===== src/rtl/regmode_pkg.sv =====
package regmode_pkg;

    localparam int VSET_W = 5;
    localparam int MODE_W = 4;

    typedef enum logic [1:0] {
        MD_OFF   = 2'd0,
        MD_PWM   = 2'd1,
        MD_PSKIP = 2'd2,
        MD_PFM   = 2'd3
    } drv_mode_e;

    typedef enum logic [2:0] {
        PS_OFF   = 3'd0,
        PS_RUN   = 3'd1,
        PS_MHOLD = 3'd2,
        PS_UOFF  = 3'd3,
        PS_START = 3'd4
    } pwr_state_e;

    localparam logic [1:0] A_MODE  = 2'd0;
    localparam logic [1:0] A_VNORM = 2'd1;
    localparam logic [1:0] A_VSTBY = 2'd2;
    localparam logic [1:0] A_KEEP  = 2'd3;

    typedef struct packed {
        logic              en;
        drv_mode_e         mode;
        logic [VSET_W-1:0] volt;
    } eff_t;

    localparam eff_t EFF_OFF = '{en: 1'b0, mode: MD_OFF, volt: '0};

    function automatic drv_mode_e decode_mode(input logic [MODE_W-1:0] code,
                                              input logic stby);
        case (code)
            4'b1110: return stby ? MD_PFM : MD_PSKIP;
            4'b1111: return MD_PFM;
            default: return MD_PWM;
        endcase
    endfunction

endpackage


===== src/rtl/regmode_regs.sv =====
module regmode_regs
    import regmode_pkg::*;
#(
    parameter int                DW       = 8,
    parameter logic [MODE_W-1:0] MODE_RST = 4'b1110,
    parameter logic [VSET_W-1:0] VSET_RST = 5'd12
) (
    input  logic              clk,
    input  logic              rst,
    input  logic              wr_en,
    input  logic [1:0]        wr_addr,
    input  logic [DW-1:0]     wr_data,
    input  logic [1:0]        rd_addr,
    output logic [DW-1:0]     rd_data,
    output logic [MODE_W-1:0] mode_code,
    output logic [VSET_W-1:0] vnorm,
    output logic [VSET_W-1:0] vstby,
    output logic              mh_keep,
    output logic              uo_keep
);

    logic [MODE_W-1:0] mode_q;
    logic [VSET_W-1:0] vnorm_q;
    logic [VSET_W-1:0] vstby_q;
    logic              stby_own_q;
    logic [1:0]        keep_q;

    always_ff @(posedge clk) begin
        if (rst) begin
            mode_q     <= MODE_RST;
            vnorm_q    <= VSET_RST;
            vstby_q    <= VSET_RST;
            stby_own_q <= 1'b0;
            keep_q     <= 2'b00;
        end else if (wr_en) begin
            case (wr_addr)
                A_MODE:  mode_q  <= wr_data[MODE_W-1:0];
                A_VNORM: vnorm_q <= wr_data[VSET_W-1:0];
                A_VSTBY: begin
                    vstby_q    <= wr_data[VSET_W-1:0];
                    stby_own_q <= 1'b1;
                end
                default: keep_q  <= wr_data[1:0];
            endcase
        end
    end

    assign mode_code = mode_q;
    assign vnorm     = vnorm_q;
    assign vstby     = stby_own_q ? vstby_q : vnorm_q;
    assign mh_keep   = keep_q[0];
    assign uo_keep   = keep_q[1];

    always_comb begin
        case (rd_addr)
            A_MODE:  rd_data = DW'(mode_q);
            A_VNORM: rd_data = DW'(vnorm_q);
            A_VSTBY: rd_data = DW'(vstby);
            default: rd_data = DW'(keep_q);
        endcase
    end

    AST_RB_MODE: assert property (@(posedge clk) disable iff (rst)
        (wr_en && wr_addr == A_MODE) |=>
            (rd_addr != A_MODE || rd_data[MODE_W-1:0] == $past(wr_data[MODE_W-1:0])));

endmodule


===== src/rtl/regmode_sync.sv =====
module regmode_sync #(
    parameter int STAGES = 2,
    parameter int W      = 2
) (
    input  logic         clk,
    input  logic         rst,
    input  logic [W-1:0] d,
    output logic [W-1:0] q
);

    logic [W-1:0] stg [STAGES];

    always_ff @(posedge clk) begin
        if (rst) stg[0] <= '0;
        else     stg[0] <= d;
    end

    for (genvar i = 1; i < STAGES; i++) begin : g_stage
        always_ff @(posedge clk) begin
            if (rst) stg[i] <= '0;
            else     stg[i] <= stg[i-1];
        end
    end

    assign q = stg[STAGES-1];

endmodule


===== src/rtl/regmode_core.sv =====
module regmode_core
    import regmode_pkg::*;
(
    input  logic              clk,
    input  logic              rst,
    input  logic [2:0]        state_i,
    input  logic              stby_i,
    input  logic              slot_i,
    input  logic [MODE_W-1:0] mode_code_i,
    input  logic [VSET_W-1:0] vnorm_i,
    input  logic [VSET_W-1:0] vstby_i,
    input  logic              mh_keep_i,
    input  logic              uo_keep_i,
    output logic              en_o,
    output logic [1:0]        mode_o,
    output logic [VSET_W-1:0] volt_o
);

    pwr_state_e ps;
    eff_t       eff_q, eff_d, eff_norm, eff_keep;
    logic       held_q, held_d;
    logic       done_q, done_d;
    logic       keep_sel;
    logic       in_lpo;

    assign ps       = pwr_state_e'(state_i);
    assign in_lpo   = (ps == PS_MHOLD) || (ps == PS_UOFF);
    assign keep_sel = (ps == PS_MHOLD) ? mh_keep_i : uo_keep_i;
    assign eff_norm = '{en: 1'b1, mode: decode_mode(mode_code_i, 1'b0), volt: vnorm_i};
    assign eff_keep = '{en: 1'b1, mode: MD_PFM, volt: vstby_i};

    always_comb begin
        eff_d  = eff_q;
        held_d = held_q;
        done_d = done_q;
        case (ps)
            PS_RUN: begin
                held_d     = 1'b0;
                done_d     = 1'b0;
                eff_d.en   = 1'b1;
                eff_d.mode = decode_mode(mode_code_i, stby_i);
                eff_d.volt = stby_i ? vstby_i : vnorm_i;
            end
            PS_MHOLD, PS_UOFF: begin
                done_d = 1'b0;
                if (!held_q) begin
                    if (keep_sel) begin
                        held_d = 1'b1;
                        eff_d  = eff_keep;
                    end else begin
                        eff_d  = EFF_OFF;
                    end
                end
            end
            PS_START: begin
                if (slot_i) begin
                    held_d = 1'b0;
                    done_d = 1'b1;
                    eff_d  = eff_norm;
                end else if (!held_q) begin
                    eff_d  = done_q ? eff_norm : EFF_OFF;
                end
            end
            default: begin
                held_d = 1'b0;
                done_d = 1'b0;
                eff_d  = EFF_OFF;
            end
        endcase
    end

    always_ff @(posedge clk) begin
        if (rst) begin
            eff_q  <= EFF_OFF;
            held_q <= 1'b0;
            done_q <= 1'b0;
        end else begin
            eff_q  <= eff_d;
            held_q <= held_d;
            done_q <= done_d;
        end
    end

    assign en_o   = eff_q.en;
    assign mode_o = eff_q.mode;
    assign volt_o = eff_q.volt;

    AST_OFF_QUIET: assert property (@(posedge clk) disable iff (rst)
        (ps == PS_OFF) |=> (!en_o && mode_o == MD_OFF && volt_o == '0));

    AST_EN_MATCH: assert property (@(posedge clk) disable iff (rst)
        en_o == (mode_o != MD_OFF));

    AST_KEEP_PFM: assert property (@(posedge clk) disable iff (rst)
        (in_lpo && !held_q && keep_sel) |=> (en_o && mode_o == MD_PFM));

    AST_HOLD_STABLE: assert property (@(posedge clk) disable iff (rst)
        (held_q && (in_lpo || ps == PS_START) && !slot_i) |=>
            ($stable(volt_o) && $stable(mode_o) && en_o));

    AST_SLOT_LOAD: assert property (@(posedge clk) disable iff (rst)
        (ps == PS_START && slot_i) |=> (en_o && volt_o == $past(vnorm_i)));

endmodule


===== src/rtl/regmode_sel.sv =====
module regmode_sel
    import regmode_pkg::*;
#(
    parameter int                DW          = 8,
    parameter int                SYNC_STAGES = 2,
    parameter logic [MODE_W-1:0] MODE_RST    = 4'b1110,
    parameter logic [VSET_W-1:0] VSET_RST    = 5'd12
) (
    input  logic              clk,
    input  logic              rst,
    input  logic              wr_en,
    input  logic [1:0]        wr_addr,
    input  logic [DW-1:0]     wr_data,
    input  logic [1:0]        rd_addr,
    output logic [DW-1:0]     rd_data,
    input  logic              stby_pin_a,
    input  logic              stby_pin_b,
    input  logic [2:0]        pwr_state,
    input  logic              seq_slot,
    output logic              drv_en,
    output logic [1:0]        drv_mode,
    output logic [VSET_W-1:0] drv_volt
);

    logic [MODE_W-1:0] mode_code;
    logic [VSET_W-1:0] vnorm, vstby;
    logic              mh_keep, uo_keep;
    logic [1:0]        pins_s;
    logic              stby_q;

    regmode_regs #(.DW(DW), .MODE_RST(MODE_RST), .VSET_RST(VSET_RST)) u_regs (
        .clk(clk), .rst(rst), .wr_en(wr_en), .wr_addr(wr_addr), .wr_data(wr_data),
        .rd_addr(rd_addr), .rd_data(rd_data), .mode_code(mode_code),
        .vnorm(vnorm), .vstby(vstby), .mh_keep(mh_keep), .uo_keep(uo_keep)
    );

    regmode_sync #(.STAGES(SYNC_STAGES), .W(2)) u_sync (
        .clk(clk), .rst(rst), .d({stby_pin_b, stby_pin_a}), .q(pins_s)
    );

    // standby is qualified only when both synchronized pins are high
    assign stby_q = pins_s[0] & pins_s[1];

    regmode_core u_core (
        .clk(clk), .rst(rst), .state_i(pwr_state), .stby_i(stby_q), .slot_i(seq_slot),
        .mode_code_i(mode_code), .vnorm_i(vnorm), .vstby_i(vstby),
        .mh_keep_i(mh_keep), .uo_keep_i(uo_keep),
        .en_o(drv_en), .mode_o(drv_mode), .volt_o(drv_volt)
    );

endmodule


===== config.mk =====
export PLATFORM = sky130hd
export DESIGN_NAME = regmode_sel
export DESIGN_NICKNAME = d
export VERILOG_FILES = /design/src/rtl/regmode_pkg.sv /design/src/rtl/regmode_regs.sv /design/src/rtl/regmode_sync.sv /design/src/rtl/regmode_core.sv /design/src/rtl/regmode_sel.sv
export SDC_FILE = /design/constraint.sdc
export NUM_CORES = 1
export LEC_CHECK = 0
export BUFFER_PORTS_ARGS = -buffer_cell sky130_fd_sc_hd__buf_2
export CAP_MARGIN = 20
export CORE_MARGIN = 3
export CORE_UTILIZATION = 55
export DETAILED_ROUTE_END_ITERATION = 6
export GPL_ROUTABILITY_DRIVEN = 0
export HOLD_SLACK_MARGIN = 0.12
export MAX_ROUTING_LAYER = met4
export PLACE_DENSITY = 0.79
export SLEW_MARGIN = 20
export SYNTH_ARGS = -nofsm -noshare
export SYNTH_HDL_FRONTEND = slang
export SYNTH_SLANG_ARGS = --single-unit

===== constraint.sdc =====
create_clock -name clk -period 3.4 [get_ports clk]
set_clock_uncertainty 0.05 [all_clocks]
set_input_delay 0.34 -clock clk [delete_from_list [all_inputs] [get_ports clk]]
set_output_delay 0.34 -clock clk [all_outputs]
set_load 0.05 [all_outputs]

==> metrics.md, run 1 <==
| Metric | Value |
|---|---|
| Status | `finished, final reports clean` |
| WHS Path Cells | `2` |
| Synth Warn # | `0` |
| Worst setup EP type | `output pin` |
| Worst-path cell chain | `mux2_2, mux4_2, buf_2` |
| Most frequent cell after synthesis | `dfxtp_1` |
| Chip height | `57.0 µm` |
| Starting DRT DRC Count | `29` |
| Crit path time final | `2300 ps` |
| First-pass GRT wire length | `4.78 mm` |
| Overflow left after global routing | `0` |
| Crit path max fanout | `6` |
| DR vias | `1135` |
| Period utilization | `67.7%` |
| Syn-to-layout area delta | `13.6%` |
| Post-Syn Instances | `141` |
| GR Util All Layers | `19.8%` |
| WP data required | `3010 ps` |
| Worst R2R Start | `u_regs.keep_q[1]` |
| Logic gate share of total power | `15.8%` |
| TritonCTS Buffers | `5` |
| Max Freq | `0.435 GHz` |
| Post-CTS Setup Bufs | `0` |
| Sw power | `0.202 mW` |
| Number of synthesized register bits | `31` |
| CTS Hold Buffers Added | `0` |
| DIE AREA | `3250 µm²` |
| Clock power share | `29.0%` |
| Worst min path class | `input pin to flip-flop` |
| Net Sw Frac | `28.9%` |
| Area of the multi-input gates | `752 µm²` |
| Power Dens Cells | `431 nW/µm²` |
| Vias in the first global route | `1062` |
| Hold_sp | `wr_data[3]` |
| Synthesized area | `1430 µm²` |
| ANT cells | `0` |
| # IOs | `37` |
| Post-layout nets | `193` |
| Max Cap Viol | `0` |
| Routed Antenna Nets | `0` |
| Flip-flop and latch area | `621 µm²` |
| Die Width | `57.0 µm` |
| Flop pwr share | `55.2%` |
| DRT Pass-1 Iters | `4` |
| Clock buffer depth | `2` |
| Rows | `17` |
| Pins Over Slew Limit | `0` |
| Syn Area/Cell | `10.1 µm²` |
| RSZ-0062 raised after global routing | `no` |
| Slowest CP cell | `dfxtp_1` |
| Setup crit start kind | `flip-flop` |
| Final WL | `2.90 mm` |
| Synth top area share | `43.4%` |
| Worst skew pair latency | `330 ps` |
| Worst Tran Pin Value | `517 ps` |
| Leak | `0.736 nW` |
| CTS tree | `yes` |
| CTS sink cnt | `31` |
| Initial Util | `61.1%` |
| Crit Path Class | `flip-flop to output pin` |
| Seq/Total Area, Yosys | `43.4%` |
| Final Setup Violations | `0` |
| Final TNS setup | `0 ps` |
| Htree depth | `2` |
| CTS root buffer | `clkbuf_4` |
| Final Hold Violating Endpoints | `0` |
| Routed vias/inst | `5.65` |
| Worst slew margin | `65.4%` |
| Internal | `0.497 mW` |
| Worst EP arrival | `1910 ps` |
| Layout cells sized above 1 | `28.3%` |
| Prevailing post-synth register cell | `dfxtp_1` |
| Hold Path End | `u_regs.mode_code[3]` |
| Largest net degree at the start of global routing | `27` |
| Routed WL per cell | `14.4 µm` |
| Ranking of synthesized cells by area | `dfxtp_1 (43%), mux2i_1 (7.7%), a211o_1 (4.3%)` |
| Initial antenna violation count | `0` |
| Reg clk slew, reported paths | `90 ps` |
| Dominant cell type by area after synthesis | `dfxtp_1` |
| Number of flops mapped to enable cells by yosys | `0` |
| Reg2reg end | `u_core.mode_o[0]` |
| Fraction of registers with async set or reset after synthesis | `0%` |
| Worst VDD drop | `0.000330 V` |
| Top cells by count, synth | `dfxtp_1 (31), nor2_1 (16), mux2i_1 (11)` |
| Fillers | `195` |
| R2R setup slack | `1730 ps` |
| DR DRC count | `0` |
| Worst-case reg-to-reg path depth | `4` |
| Core Area | `2340 µm²` |
| I/O Buffers | `30` |
| CP max stage delay | `500 ps` |
| DPL Wire Length | `2.14 mm` |
| Fin Hold WS | `169 ps` |
| CTS resizes | `0` |
| Netlist cell types | `37` |
[layout make-up]
type	instances	area share, %
Clock buffer	7	2.78
Clock inverter	1	0.308
Inverter	4	0.925
Multi-Input combinational cell	100	46.3
Sequential cell	31	38.2
Tap cell	28	2.16
Timing Repair Buffer	30	9.25
[critical path, delay by kind of cell, from the launching register on]
kind | cells | cell delay, ps
flops | 1 | 500
buf+inv | 1 | 230
mux | 2 | 850
[power by group through the flow]
| stage | clock network [mW] | registers [mW] | logic, mW |
|---|---|---|---|
| after floorplan | 0 | 0.398 | 0.0775 |
| after global placement | 0 | 0.394 | 0.107 |
| after detailed placement | 0 | 0.394 | 0.110 |
| after CTS | 0.206 | 0.385 | 0.110 |
| after global routing | 0.221 | 0.387 | 0.121 |
| final | 0.203 | 0.386 | 0.110 |
[how the worst max path moves through the flow]
stage | start | cells past startpoint | endpoint | slack (ps)
after floorplan | rd_addr[0] | 3 | rd_data[2] | 1260
after global placement | u_regs.stby_own_q | 3 | rd_data[0] | 1520
after detailed placement | u_regs.stby_own_q | 3 | rd_data[0] | 1490
after CTS | u_regs.stby_own_q | 3 | rd_data[0] | 1120
after global routing | u_regs.stby_own_q | 3 | rd_data[0] | 1060
final | u_regs.stby_own_q | 3 | rd_data[0] | 1100
[registers in the layout, summed over array words and instances (netlist names)]
signal / flops
u_sync.stg: 4
u_core.volt_o: 5
u_regs.mode_code: 4
u_core.held_q: 1
u_core.en_o: 1
u_regs.vstby_q: 5
u_regs.vnorm: 5
u_regs.stby_own_q: 1
u_core.done_q: 1
u_core.mode_o: 2
u_regs.keep_q: 2
[cells in the final DEF (no fill, tap or decap), types with 3 or more instances in the layout]
| master | count |
|---|---|
| dfxtp_1 | 31 |
| buf_2 | 30 |
| nor2_1 | 16 |
| mux2i_1 | 11 |
| nor2b_1 | 8 |
| a211o_1 | 7 |
| o2bb2ai_1 | 6 |
| mux2_2 | 5 |
| a22oi_1 | 5 |
| clkbuf_4 | 5 |
| nand2b_1 | 4 |
| o21ai_0 | 4 |
| nand2_1 | 4 |
| inv_1 | 4 |
| nand3b_1 | 3 |
| conb_1 | 3 |
[per-layer routing]
layer	part of all wire, %	GRT usage, %	wire (µm)	vias up
met4	1.4	8.28	40	0
met5	0	-	0	-
met3	4.9	7.01	141	6
met1	47	22.8	1360	529
li1	-	-	-	571
met2	47	31.2	1370	29
[cells by family after synthesis]
group	Yosys count	share of synthesized area (%)
AO/OA/AOI/OAI	31	17.2
buffers and inverters	12	4.47
flip-flops	31	43.4
multiplexers	19	15.6
other	1	0.262
AND/OR/NAND/NOR	47	19.1
[metrics by stage]
step	instances	setup slack [ps]	util (%)	total power [mW]	cell area [µm²]
final	201	1100	69.4	0.699	1620
after global routing	201	1060	69.4	0.729	1620
after CTS	201	1120	69.4	0.702	1620
after detailed placement	193	1490	67.2	0.504	1570
after global placement	193	1520	67.2	0.501	1570
after floorplan	143	1260	-	0.476	1440
(Power assumes the default switching activity.)
==> run 2: changes to the inputs <==
--- a/config.mk
+++ b/config.mk
@@ -8,12 +8,12 @@
 export BUFFER_PORTS_ARGS = -buffer_cell sky130_fd_sc_hd__buf_2
 export CAP_MARGIN = 20
 export CORE_MARGIN = 3
-export CORE_UTILIZATION = 55
+export CORE_UTILIZATION = 46
 export DETAILED_ROUTE_END_ITERATION = 6
 export GPL_ROUTABILITY_DRIVEN = 0
 export HOLD_SLACK_MARGIN = 0.12
 export MAX_ROUTING_LAYER = met4
-export PLACE_DENSITY = 0.79
+export PLACE_DENSITY = 0.7
 export SLEW_MARGIN = 20
 export SYNTH_ARGS = -nofsm -noshare
 export SYNTH_HDL_FRONTEND = slang
==> constraint.sdc (replaced) <==
create_clock -name clk -period 2.1 [get_ports clk]
set_clock_uncertainty 0.05 [all_clocks]
set_input_delay 0.21 -clock clk [delete_from_list [all_inputs] [get_ports clk]]
set_output_delay 0.21 -clock clk [all_outputs]
set_load 0.05 [all_outputs]
==> run 2 against run 1 <==
Critical endpoint unchanged. Die area increased by 17%. Clock power rose by 140%. Critical path depth did not move. Register-to-register slack got worse by 1300 ps. Sequential cell count stayed put. Critical path type unchanged. Non-clock buffer count up 7. Largest power group unchanged. Via count increased by 4.8%. Sequential power increased by 62%.
==> metrics.md, run 2 (same netlist as run 1, synthesis figures left out) <==
| Metric | Value |
|---|---|
| Worst setup EP type | `output pin` |
| Leak | `0.785 nW` |
| Die Width | `61.7 µm` |
| Post-CTS Setup Bufs | `0` |
| Worst min path class | `input pin to flip-flop` |
| Power Dens Cells | `749 nW/µm²` |
| CP max stage delay | `470 ps` |
| Reg clk slew, reported paths | `100 ps` |
| Max Cap Viol | `0` |
| Flip-flop and latch area | `624 µm²` |
| Cells after DPL | `196` |
| # IOs | `37` |
| Finished Layout Cells | `211` |
| Largest net degree at the start of global routing | `27` |
| I/O Buffers | `30` |
| Chip height | `61.7 µm` |
| Fillers | `263` |
| CTS root buffer | `clkbuf_4` |
| Core Area | `2850 µm²` |
| DPL Wire Length | `2.31 mm` |
| DR DRC count | `0` |
| Overflow left after global routing | `0` |
| Clock buffer depth | `2` |
| Period utilization | `97.0%` |
| Initial antenna violation count | `0` |
| Worst slew margin | `64.7%` |
| Setup crit start kind | `flip-flop` |
| Status | `finished, final reports clean` |
| Final Setup Violations | `0` |
| Starting DRT DRC Count | `54` |
| Final WL | `3.22 mm` |
| First-pass GRT wire length | `5.11 mm` |
| Post-layout nets | `200` |
| Routed Antenna Nets | `0` |
| Slowest CP cell | `mux4_2` |
| Fin Hold WS | `238 ps` |
| Initial Util | `50.1%` |
| Pins Over Slew Limit | `0` |
| Most common cell after layout, fill and taps aside | `dfxtp_1` |
| Max Freq | `0.491 GHz` |
| Worst skew pair latency | `330 ps` |
| Routed vias/inst | `5.64` |
| TritonCTS Buffers | `5` |
| Worst-path cell chain | `mux2_2, mux4_2, clkbuf_4` |
| Worst Tran Pin Value | `528 ps` |
| ANT cells | `0` |
| Crit path time final | `2040 ps` |
| Vias in the first global route | `1159` |
| CTS sink cnt | `31` |
| WP data required | `1840 ps` |
| Area of the multi-input gates | `752 µm²` |
| Routed WL per cell | `15.2 µm` |
| Crit path max fanout | `6` |
| Worst VDD drop | `0.000557 V` |
| DIE AREA | `3810 µm²` |
| Syn-to-layout area delta | `21.7%` |
| CTS tree | `yes` |
| Worst EP arrival | `1780 ps` |
| GR Util All Layers | `19.5%` |
| DRT Pass-1 Iters | `4` |
| Htree depth | `2` |
| Rows | `19` |
| Most frequent cells in the layout | `dfxtp_1 (30), buf_2 (29), nor2_1 (16)` |
| DR vias | `1190` |
| Final Hold Violating Endpoints | `0` |
| Crit Path Class | `flip-flop to output pin` |
| Layout cells sized above 1 | `28.9%` |
[run 2: cell types whose count changed in the layout (fill, tap and decap cells not counted)]
| cell | previous run | this run |
|---|---|---|
| clkbuf_4 | 5 | 6 |
| clkbuf_1 | 2 | 0 |
| dfxtp_4 | 0 | 1 |
| dlygate4sd3_1 | 0 | 7 |
| dfxtp_1 | 31 | 30 |
| bufinv_16 | 0 | 1 |
| clkbuf_8 | 0 | 1 |
| buf_2 | 30 | 29 |
[run 2: per-layer routing]
metal	track usage [%]	wire length [µm]	vias to the layer above	share of wire [%]
met5	-	0	-	0
li1	-	-	580	-
met3	7.85	149	2	4.6
met4	7.27	13	0	0.40
met1	21.6	1400	574	44
met2	31.5	1650	34	51
[run 2: layout make-up]
cell class	instances	area share, %
multi-input cells	100	43.2
flip-flops and latches	31	35.9
repair buffers	37	12.8
clock buffers	6	2.95
well taps	31	2.23
clock inverters	2	2.01
inverters	4	0.863
[run 2: path summary, 6_finish.rpt]
kind	startpoint	end	slack (ps)	depth (start not counted)
worst min register to register	u_sync.stg[0][1]	u_sync.stg[1][1]	400	1
worst min-delay path	pwr_state[2]	u_core.held_q	240	4
worst max-delay path	u_regs.stby_own_q	rd_data[0]	60	3
worst max register to register	u_regs.keep_q[1]	u_core.mode_o[0]	460	4
[run 2: power breakdown]
part	internal, mW	total, mW	switching [mW]
Combinational	0.0742	0.192	0.117
Sequential	0.609	0.624	0.0155
Clock	0.281	0.486	0.205
Total	0.964	1.30	0.338
[run 2: timing repair]
item                       CTS  global route
setup endpoints to repair    2             2
pin swaps                    0             0
gates resized for setup      1             2
hold buffers                 7             0
hold endpoints to repair    13             0
[run 2: through the flow]
stage | utilization [%] | setup TNS, ps | instance area (µm²) | power (mW) | setup slack, ps
4_1_cts | 60.8 | 0 | 1730 | 1.32 | 16.2
3_3_place_gp | 55.3 | 0 | 1580 | 0.812 | 343
5_1_grt | 61.0 | -5.80 | 1740 | 1.36 | -5.80
3_5_place_dp | 55.3 | 0 | 1580 | 0.819 | 322
2_1_floorplan | - | 0 | 1440 | 0.770 | 221
6_report | 61.0 | 0 | 1740 | 1.30 | 63.2
[run 2: worst max-delay path, delay by kind of cell, from the launching register on]
kind | cells | cell delay, ps
mux | 2 | 820
buf+inv | 1 | 230
flops | 1 | 400
==> run 3: changes to the inputs <==
--- a/config.mk
+++ b/config.mk
@@ -7,14 +7,16 @@
 export LEC_CHECK = 0
 export BUFFER_PORTS_ARGS = -buffer_cell sky130_fd_sc_hd__buf_2
 export CAP_MARGIN = 20
+export CELL_PAD_IN_SITES_DETAIL_PLACEMENT = 1
+export CELL_PAD_IN_SITES_GLOBAL_PLACEMENT = 2
 export CORE_MARGIN = 3
-export CORE_UTILIZATION = 46
+export CORE_UTILIZATION = 28
 export DETAILED_ROUTE_END_ITERATION = 6
 export GPL_ROUTABILITY_DRIVEN = 0
 export HOLD_SLACK_MARGIN = 0.12
 export MAX_ROUTING_LAYER = met4
-export PLACE_DENSITY = 0.7
-export SLEW_MARGIN = 20
+export PLACE_DENSITY = 0.69
+export SLEW_MARGIN = 15
 export SYNTH_ARGS = -nofsm -noshare
 export SYNTH_HDL_FRONTEND = slang
 export SYNTH_SLANG_ARGS = --single-unit
==> run 3 against run 2 <==
Sequential cell count is the same. Via count shrank 1.8%. Non-clock buffer count shrank 3. Core utilization shrank 24 points. Combinational power shrank 2%. Clock-buffer cell count is the same. Sequential power is essentially flat. Clock power grew 24%. Final cell count grew 16%. Setup slack gained 36 ps. Hold slack lost 100 ps. Critical path type unchanged. Largest power group unchanged.
==> metrics.md, run 3 (same netlist as run 1, synthesis figures left out) <==
| Metric | Value |
|---|---|
| Die Width | `77.4 µm` |
| DRT Pass-1 Iters | `4` |
| WP data required | `1840 ps` |
| Finished Layout Cells | `244` |
| Worst EP arrival | `1740 ps` |
| Routed Antenna Nets | `0` |
| Crit Path Class | `flip-flop to output pin` |
| RSZ-0062 raised after global routing | `no` |
| Rows | `25` |
| Starting DRT DRC Count | `23` |
| Worst skew pair latency | `280 ps` |
| Fillers | `571` |
| Worst Tran Pin Value | `542 ps` |
| Routed vias/inst | `4.79` |
| First-pass GRT wire length | `6.20 mm` |
| Internal | `1.06 mW` |
| Post-layout nets | `197` |
| Core Area | `4820 µm²` |
| R2R setup slack | `450 ps` |
| Pins Over Slew Limit | `0` |
| DPL Wire Length | `2.71 mm` |
| Final WL | `3.63 mm` |
| DR vias | `1169` |
| Period utilization | `95.3%` |
| Final Setup Violations | `0` |
| Crit path time final | `2000 ps` |
| Final TNS setup | `0 ps` |
| Worst-path cell chain | `mux2_2, mux4_2, buf_2` |
| Slowest CP cell | `mux4_2` |
| Worst min path class | `input pin to flip-flop` |
| CTS root buffer | `clkbuf_8` |
| I/O Buffers | `30` |
| Largest net degree at the start of global routing | `27` |
| Sw power | `0.354 mW` |
| Clock power share | `42.6%` |
| TritonCTS Buffers | `5` |
| Flop pwr share | `44.2%` |
| Htree depth | `2` |
| Worst setup EP type | `output pin` |
| Worst VDD drop | `0.000489 V` |
| Reg clk slew, reported paths | `70 ps` |
| Initial antenna violation count | `0` |
| Syn-to-layout area delta | `24.6%` |
| Overflow left after global routing | `0` |
| Logic gate share of total power | `13.3%` |
| Worst slew margin | `63.7%` |
| Chip height | `77.4 µm` |
| Most frequent cells in the layout | `buf_2 (30), dfxtp_1 (30), nor2_1 (16)` |
| Net Sw Frac | `25.0%` |
| DIE AREA | `6000 µm²` |
| GR Util All Layers | `13.5%` |
| Crit path max fanout | `6` |
| Leak | `0.785 nW` |
| Vias in the first global route | `1274` |
| Routed WL per cell | `14.9 µm` |
| Power Dens Cells | `796 nW/µm²` |
| Max Freq | `0.500 GHz` |
| Setup crit start kind | `flip-flop` |
| Status | `finished, final reports clean` |
| CTS sink cnt | `31` |
| Cells after DPL | `232` |
| CTS tree | `yes` |
| Initial Util | `29.7%` |
| Layout cells sized above 1 | `29.4%` |
| Max Cap Viol | `0` |
| Final Hold Violating Endpoints | `0` |
| ANT cells | `0` |
| Post-CTS Setup Bufs | `0` |
| Fin Hold WS | `134 ps` |
| CP max stage delay | `460 ps` |
| # IOs | `37` |
| DR DRC count | `0` |
| Clock buffer depth | `2` |
-- run 3: changes by cell type in the layout (fill, tap and decap cells not counted), sizes merged --
cell	change
dlygate4sd3	-3
clkbuf	-1
buf	+1
-- run 3: critical path, delay by kind of cell, from the launching register on --
kind	cells	cell delay, ps
DFF	1	410
buffers and inverters	1	230
muxes	2	820
-- run 3: what timing repair did --
action / 4_1_cts / 5_1_grt
hold buffers: 4 / 0
setup endpoints to repair: 1 / 0
gates resized for setup: 1 / 0
endpoints found under the hold margin: 4 / 0
-- run 3: final timing paths --
kind,endpoint,start,depth (start not counted)
worst max register to register,u_core.mode_o[0],u_regs.keep_q[1],4
worst min-delay path,u_regs.vstby_q[4],wr_data[4],3
worst min register to register,u_sync.stg[1][1],u_sync.stg[0][1],1
worst max-delay path,rd_data[0],u_regs.stby_own_q,3
-- run 3: power by group through the flow --
stage / Clock (mW) / Combinational (mW) / Sequential [mW]
after floorplan: 0 / 0.125 / 0.645
after global placement: 0 / 0.180 / 0.638
after detailed placement: 0 / 0.184 / 0.639
after CTS: 0.625 / 0.190 / 0.626
after global routing: 0.655 / 0.206 / 0.629
final: 0.603 / 0.188 / 0.626
-- run 3: metal layers --
metal,routed length [µm],share of wire [%],up-vias,GRT usage (%)
met5,0,0,-,-
met4,37,1.0,0,3.74
met3,110,3.0,4,4.29
met2,1900,52,18,23.5
met1,1590,44,571,14.8
li1,-,-,576,-
-- run 3: final cells by class --
type	instances	area, µm²	share of cell area (%)
clock buffer	6	82.6	4.64
sequential	31	622	34.9
timing repair buffer	34	190	10.7
multi-input combinational	100	752	42.2
inverter	4	15.0	0.843
clock inverter	2	35.0	1.97
tap	67	83.8	4.71
-- run 3: stage by stage --
stage                     area [µm²]  util (%)  setup slack (ps)  power, mW
after global placement          1620      33.7               327      0.818
after global routing            1780      37.0              49.7       1.49
after detailed placement        1620      33.7               299      0.823
after CTS                       1780      37.0              77.7       1.44
after floorplan                 1440         -               221      0.770
final                           1780      37.0              99.0       1.42
